### src/rtl/con_tty_pkg.sv
package con_tty_pkg;

   localparam logic [2:0] OPC_IOT  = 3'b110;
   localparam int         OPB_TEST = 0;
   localparam int         OPB_CLR  = 1;
   localparam int         OPB_XFER = 2;

   typedef struct packed {
      logic test;
      logic clr;
      logic xfer;
   } iot_act_t;

endpackage

### src/rtl/con_tty_dec.sv
module con_tty_dec
   import con_tty_pkg::*;
#(
   parameter int             WORD_W = 12,
   parameter int             DEV_W  = 6,
   parameter logic [DEV_W-1:0] DEV_ID = 6'o03
) (
   input  logic              exec,
   input  logic [WORD_W-1:0] word,
   output iot_act_t          act
);
   localparam int OP_W = 3;

   initial begin
      assert (WORD_W == DEV_W + OP_W + 3)
         else $error("con_tty_dec: word width must hold opcode, device and op fields");
   end

   logic [2:0]       opc;
   logic [DEV_W-1:0] dev;
   logic [OP_W-1:0]  op;
   logic             sel;

   always_comb begin
      opc      = word[WORD_W-1 -: 3];
      dev      = word[OP_W +: DEV_W];
      op       = word[OP_W-1:0];
      sel      = exec && (opc == OPC_IOT) && (dev == DEV_ID);
      act.test = sel && op[OPB_TEST];
      act.clr  = sel && op[OPB_CLR];
      act.xfer = sel && op[OPB_XFER];
   end

endmodule

### src/rtl/con_tty_kbd.sv
module con_tty_kbd
   import con_tty_pkg::*;
#(
   parameter int WORD_W    = 12,
   parameter int BYTE_W    = 8,
   parameter bit OVERWRITE = 1'b1
) (
   input  logic              clk,
   input  logic              rst_n,
   input  logic              master_clr,
   input  iot_act_t          act,
   input  logic              rx_valid,
   input  logic [BYTE_W-1:0] rx_byte,
   output logic              flag,
   output logic              skip,
   output logic              ac_clr,
   output logic [WORD_W-1:0] or_data
);
   initial begin
      assert (BYTE_W <= WORD_W)
         else $error("con_tty_kbd: byte wider than accumulator");
   end

   logic [BYTE_W-1:0] rbuf;
   logic              load;

   generate
      if (OVERWRITE) begin : g_ovw
         assign load = rx_valid;
      end else begin : g_keep
         assign load = rx_valid && (!flag || act.clr);
      end
   endgenerate

   always_ff @(posedge clk) begin
      if (!rst_n) begin
         flag <= 1'b0;
         rbuf <= '0;
      end else if (master_clr) begin
         flag <= 1'b0;
      end else begin
         if (load)
            rbuf <= rx_byte;
         if (rx_valid)
            flag <= 1'b1;
         else if (act.clr)
            flag <= 1'b0;
      end
   end

   always_comb begin
      skip    = act.test && flag;
      ac_clr  = act.clr;
      or_data = act.xfer ? {{(WORD_W-BYTE_W){1'b0}}, rbuf} : '0;
   end

   AST_RX_SETS_FLAG: assert property (@(posedge clk) disable iff (!rst_n)
      (rx_valid && !master_clr) |=> flag);
   AST_KBD_CLEAR: assert property (@(posedge clk) disable iff (!rst_n)
      (act.clr && !rx_valid && !master_clr) |=> !flag);
   AST_RX_BUF_LOAD: assert property (@(posedge clk) disable iff (!rst_n)
      (rx_valid && !master_clr && (OVERWRITE || !flag))
      |=> (rbuf == $past(rx_byte)));
   AST_CLR_WINS_NOT: assert property (@(posedge clk) disable iff (!rst_n)
      (act.clr && rx_valid && !master_clr) |=> flag);

endmodule

### src/rtl/con_tty_prn.sv
module con_tty_prn
   import con_tty_pkg::*;
#(
   parameter int WORD_W = 12,
   parameter int BYTE_W = 8
) (
   input  logic              clk,
   input  logic              rst_n,
   input  logic              master_clr,
   input  iot_act_t          act,
   input  logic [BYTE_W-1:0] acc_low,
   input  logic              tx_done,
   output logic              flag,
   output logic              skip,
   output logic [BYTE_W-1:0] tx_byte,
   output logic              tx_start,
   output logic              tx_busy
);
   initial begin
      assert (BYTE_W <= WORD_W)
         else $error("con_tty_prn: byte wider than accumulator");
   end

   always_ff @(posedge clk) begin
      if (!rst_n) begin
         flag     <= 1'b0;
         tx_byte  <= '0;
         tx_start <= 1'b0;
         tx_busy  <= 1'b0;
      end else if (master_clr) begin
         flag     <= 1'b0;
         tx_start <= 1'b0;
         tx_busy  <= 1'b0;
      end else begin
         tx_start <= act.xfer;
         if (act.xfer)
            tx_byte <= acc_low;
         if (act.xfer)
            tx_busy <= 1'b1;
         else if (tx_done)
            tx_busy <= 1'b0;
         if (tx_done)
            flag <= 1'b1;
         else if (act.clr)
            flag <= 1'b0;
      end
   end

   assign skip = act.test && flag;

   AST_TX_LAUNCH: assert property (@(posedge clk) disable iff (!rst_n)
      (act.xfer && !master_clr) |=> (tx_start && tx_busy && tx_byte == $past(acc_low)));
   AST_TX_PULSE: assert property (@(posedge clk) disable iff (!rst_n)
      (!act.xfer) |=> !tx_start);
   AST_DONE_SETS_FLAG: assert property (@(posedge clk) disable iff (!rst_n)
      (tx_done && !master_clr) |=> flag);
   AST_PRN_CLEAR: assert property (@(posedge clk) disable iff (!rst_n)
      (act.clr && !tx_done && !master_clr) |=> !flag);
   AST_FLAG_HOLDS_CLEAR: assert property (@(posedge clk) disable iff (!rst_n)
      (!flag && !tx_done) |=> !flag);

endmodule

### src/rtl/con_tty_io.sv
module con_tty_io
   import con_tty_pkg::*;
#(
   parameter int             WORD_W    = 12,
   parameter int             BYTE_W    = 8,
   parameter int             DEV_W     = 6,
   parameter logic [DEV_W-1:0] KBD_DEV = 6'o03,
   parameter logic [DEV_W-1:0] PRN_DEV = 6'o04,
   parameter bit             RX_OVERWRITE = 1'b1
) (
   input  logic              clk,
   input  logic              rst_n,
   input  logic              master_clr,
   input  logic              iot_exec,
   input  logic [WORD_W-1:0] iot_word,
   input  logic [WORD_W-1:0] acc_in,
   output logic              skip_req,
   output logic              ac_clr_req,
   output logic [WORD_W-1:0] ac_or_data,
   output logic              irq,
   input  logic              rx_valid,
   input  logic [BYTE_W-1:0] rx_byte,
   output logic [BYTE_W-1:0] tx_byte,
   output logic              tx_start,
   output logic              tx_busy,
   input  logic              tx_done
);
   localparam int NDEV = 2;
   localparam int KBD  = 0;
   localparam int PRN  = 1;

   initial begin
      assert (KBD_DEV != PRN_DEV)
         else $error("con_tty_io: keyboard and printer need distinct device codes");
      assert (BYTE_W > 0 && BYTE_W <= WORD_W)
         else $error("con_tty_io: bad byte width");
   end

   localparam logic [DEV_W-1:0] DEV_IDS [NDEV] = '{KBD_DEV, PRN_DEV};

   iot_act_t act [NDEV];

   generate
      for (genvar d = 0; d < NDEV; d++) begin : g_dec
         con_tty_dec #(.WORD_W(WORD_W), .DEV_W(DEV_W), .DEV_ID(DEV_IDS[d])) u_dec (
            .exec (iot_exec),
            .word (iot_word),
            .act  (act[d])
         );
      end
   endgenerate

   logic              kbd_flag, kbd_skip, kbd_clr;
   logic [WORD_W-1:0] kbd_or;
   logic              prn_flag, prn_skip;

   con_tty_kbd #(.WORD_W(WORD_W), .BYTE_W(BYTE_W), .OVERWRITE(RX_OVERWRITE)) u_kbd (
      .clk        (clk),
      .rst_n      (rst_n),
      .master_clr (master_clr),
      .act        (act[KBD]),
      .rx_valid   (rx_valid),
      .rx_byte    (rx_byte),
      .flag       (kbd_flag),
      .skip       (kbd_skip),
      .ac_clr     (kbd_clr),
      .or_data    (kbd_or)
   );

   con_tty_prn #(.WORD_W(WORD_W), .BYTE_W(BYTE_W)) u_prn (
      .clk        (clk),
      .rst_n      (rst_n),
      .master_clr (master_clr),
      .act        (act[PRN]),
      .acc_low    (acc_in[BYTE_W-1:0]),
      .tx_done    (tx_done),
      .flag       (prn_flag),
      .skip       (prn_skip),
      .tx_byte    (tx_byte),
      .tx_start   (tx_start),
      .tx_busy    (tx_busy)
   );

   generate
      if (WORD_W > BYTE_W) begin : g_hi
         logic unused_acc_hi;
         assign unused_acc_hi = ^acc_in[WORD_W-1:BYTE_W];
      end
   endgenerate

   always_comb begin
      skip_req   = kbd_skip | prn_skip;
      ac_clr_req = kbd_clr;
      ac_or_data = kbd_or;
      irq        = kbd_flag | prn_flag;
   end

   AST_IDLE_QUIET: assert property (@(posedge clk) disable iff (!rst_n)
      !iot_exec |-> (!skip_req && !ac_clr_req && ac_or_data == '0));
   AST_MCLR_FLAGS: assert property (@(posedge clk) disable iff (!rst_n)
      master_clr |=> (!irq && !tx_busy && !tx_start));
   AST_ONE_DEVICE: assert property (@(posedge clk) disable iff (!rst_n)
      $onehot0({act[KBD].test | act[KBD].clr | act[KBD].xfer,
                act[PRN].test | act[PRN].clr | act[PRN].xfer}));

endmodule

### config.mk
export PLATFORM = sky130hd
export DESIGN_NAME = con_tty_io
export DESIGN_NICKNAME = d
export VERILOG_FILES = /design/src/rtl/con_tty_pkg.sv /design/src/rtl/con_tty_dec.sv /design/src/rtl/con_tty_kbd.sv /design/src/rtl/con_tty_prn.sv /design/src/rtl/con_tty_io.sv
export SDC_FILE = /design/constraint.sdc
export NUM_CORES = 1
export LEC_CHECK = 0
export CAP_MARGIN = 0
export CORE_MARGIN = 2
export CORE_UTILIZATION = 60
export CTS_BUF_LIST = sky130_fd_sc_hd__clkbuf_16
export DETAILED_ROUTE_END_ITERATION = 16
export DONT_BUFFER_PORTS = 1
export PLACE_DENSITY = 0.76
export SLEW_MARGIN = 20
export SYNTH_ARGS = -nofsm -noshare
export SYNTH_HDL_FRONTEND = slang
export SYNTH_SLANG_ARGS = --single-unit
### constraint.sdc
create_clock -name clk -period 4.45 [get_ports clk]
set_clock_uncertainty 0.2 [all_clocks]
set_input_delay 0.89 -clock clk [delete_from_list [all_inputs] [get_ports clk]]
set_output_delay 0.89 -clock clk [all_outputs]
set_load 0.02 [all_outputs]
==> impl_results.md <==
* Sink Count at 20
* # DRC at 0
* TritonCTS clock tree: done
* Yosys reg bits at 20
* Starting DRT DRC Count at 8
* Core box area at 0.00152 mm^2
* Minimum clock period at 3.15 ns
* Io pins at 63
* Hold-fix buffers, CTS at 0
* Critical Path RT at 3.36 ns
* YS warnings at 0
* Pwr dens at 370 mW/mm^2
* Fin area at around 0.0010 mm^2
* H-Tree Depth at 1
* Antenna-violating nets left at 0
* Crit start category: input port
* Max Cap Violations at 0
* Synth top area cells: dfxtp_1 (41%), mux2i_1 (16%), nor2b_1 (6.4%)
* # resized after CTS at 0
* Worst-margin pin slew at 0.924 ns
* TritonCTS buffer count at 3
* Fill count at about 120
* Grt ovf at 0
* Layout cell share with drive strength beyond 1 at 8.74%
* Syn avg cell area at 9.47 um^2
* Area delta synth->final at 6.10%
* Top-area cell type share of the netlist area at 40.7%
* Post-CTS Setup Bufs at 0
* Placed cell areas at approximately 970 um^2
* Lkg Pwr at ~0.40 nW
* Clock buffer depth at 2
* Post-synthesis cell count at 104
* Dominant synthesized flop cell: dfxtp_1
* VDD IR max at around 0.22 mV
* First-pass GRT wire length at 2570 um
* Placer's final routability congestion estimate at just over 0.7
* Relative slew slack at a little under two fifths
* Routed vias/inst at 5.78
* Slew Viols, Final at 0
* Ys async rst share at 0%
* Initial antenna violation count at 0
* Clk_lat worst skew at between 0.2 and 0.25 ns
* Share of the yosys chip area belonging to registers at 40.7%
* RSZ-0062 raised after global routing: no
* Drt wl/cell at 14.4 um
* Top cell type by total area after synthesis: dfxtp_1
* Hold depth at 2
* All-Layer GR Usage at 17.5%
* Crit end category: output pin
* Crit Path Class: input port to output pin
* Largest net degree at the start of global routing at 27
* Final #Nets at 142
* Vias in the first global route at 622
* Root buffer cell: clkbuf_16
* Cell count of the worst reg-to-reg path at 2
* Setup TNS at 0 ns
* Rows at 14
* Worst min-delay path category: flop to flop
* Synthesized cell area at approximately 980 um^2
* Routed via count at 688
* I/O Buffers at 0
* Post-synth EDFFs at 0
* Die Ht at around 45 um
* Setup violators final at 0
* Die ar. at 0.00198 mm^2
* Die Wd at 44.5 um
* Starting Density at between 60% and 70%
* Final wirelength at about 1700 um
* Status: complete, no violations
* DPL Wire Length at 1280 um
* Final worst path period share at 70.9%
* Diodes inserted at 0
* Fmax at 317 MHz
* Yosys cell types at 27
* Detailed Routing Iterations Pass 1 at 4
* Critical Path AT at 2.06 ns
* Crit Path Max Fanout at 8
* Clk slew on worst S/H paths at around 0.050 ns
* Endpoints failing hold at 0
[layer usage]
metal	GRT usage [%]	vias up	wire, um
met1	22.4	303	695
met5	0	-	0
met2	29.6	46	809
met4	3.64	0	0
li1	-	339	-
met3	4.49	0	211
[cell families after synthesis]
| family | count (synthesis) | share of synthesized area [%] |
|---|---|---|
| other cells | 1 | 0.381 |
| buf+inv | 10 | 6.23 |
| flops | 20 | 40.7 |
| compound gates | 6 | 3.94 |
| simple gates | 51 | 32.5 |
| mux | 16 | 16.3 |
[flip-flops by register name, indices dropped and copies added, names as in the netlist]
name	count
u_kbd.flag	1
u_prn.tx_busy	1
u_kbd.rbuf	8
u_prn.tx_byte	8
u_prn.flag	1
u_prn.tx_start	1
[cells in the mapped netlist (2+ instances only)]
| master | count |
|---|---|
| o21ai_0 | 2 |
| dfxtp_1 | 20 |
| nand2_1 | 16 |
| nor3b_1 | 2 |
| mux2i_1 | 16 |
| nor2b_1 | 10 |
| nor4_2 | 2 |
| nor2_1 | 3 |
| and2_1 | 8 |
| buf_4 | 4 |
| a31oi_1 | 2 |
| and3_1 | 2 |
| clkbuf_1 | 3 |
[power by group]
part           switching (W)  internal [W]
Clock              0.0000595      0.000119
Sequential        0.00000192      0.000184
Combinational      0.0000119     0.0000105
Total              0.0000733      0.000314
[cell type report]
class | instances | area [um^2] | share of cell area [%]
Inverter | 1 | 3.75 | 0.359
Sequential cell | 20 | 400 | 38.3
Tap cell | 16 | 20.0 | 1.92
Clock buffer | 3 | 75.1 | 7.19
Multi-Input combinational cell | 77 | 534 | 51.1
Clock inverter | 1 | 3.75 | 0.359
Timing Repair Buffer | 1 | 7.51 | 0.719
[layout by cell type, fill, tap and decap left out]
cell type   n
clkinv_1    1
nor2_1      3
o21ai_0     2
nand2_1    16
nor4_2      2
conb_1      4
and2_1      8
or4b_4      1
buf_4       1
clkbuf_16   3
or3_1       1
a22o_1      1
nand3b_1    1
and4_1      1
inv_1       1
dfxtp_1    20
or3b_1      1
and3b_1     1
and3_1      2
nor3b_1     2
a31oi_1     2
or2_2       1
mux2i_1    16
o21a_1      1
nor2b_1    10
nand4b_4    1
[stage by stage]
stage	power, W	hold slack, ns	util [%]	cells	setup slack [ns]
final	0.000387	0.307	68.6	119	1.30
after global routing	0.000399	0.344	68.6	119	1.17
after CTS	0.000391	0.311	68.6	119	1.28
after detailed placement	0.000212	0.299	63.4	115	1.29
after global placement	0.000211	0.286	63.4	115	1.32
after floorplan	0.000214	0.274	-	107	1.50
[path summary, 6_finish.rpt]
| path | to | slack, ns | start |
|---|---|---|---|
| worst max-delay path | ac_or_data[5] | 1.30 | iot_word[8] |
| worst min-delay path | u_kbd.rbuf[7]$_SDFFE_PN0P_ | 0.31 | u_kbd.rbuf[7]$_SDFFE_PN0P_ |
| worst max register to register | u_prn.tx_busy$_SDFFE_PP0P_ | 3.40 | u_prn.tx_busy$_SDFFE_PP0P_ |
| worst min register to register | u_kbd.rbuf[7]$_SDFFE_PN0P_ | 0.31 | u_kbd.rbuf[7]$_SDFFE_PN0P_ |
[critical path, cell delays in order]
cell	delay (ns)
or3_1	0.39
nor4_2	0.44
and2_1	0.34
Power figures use the tool's default switching activity.
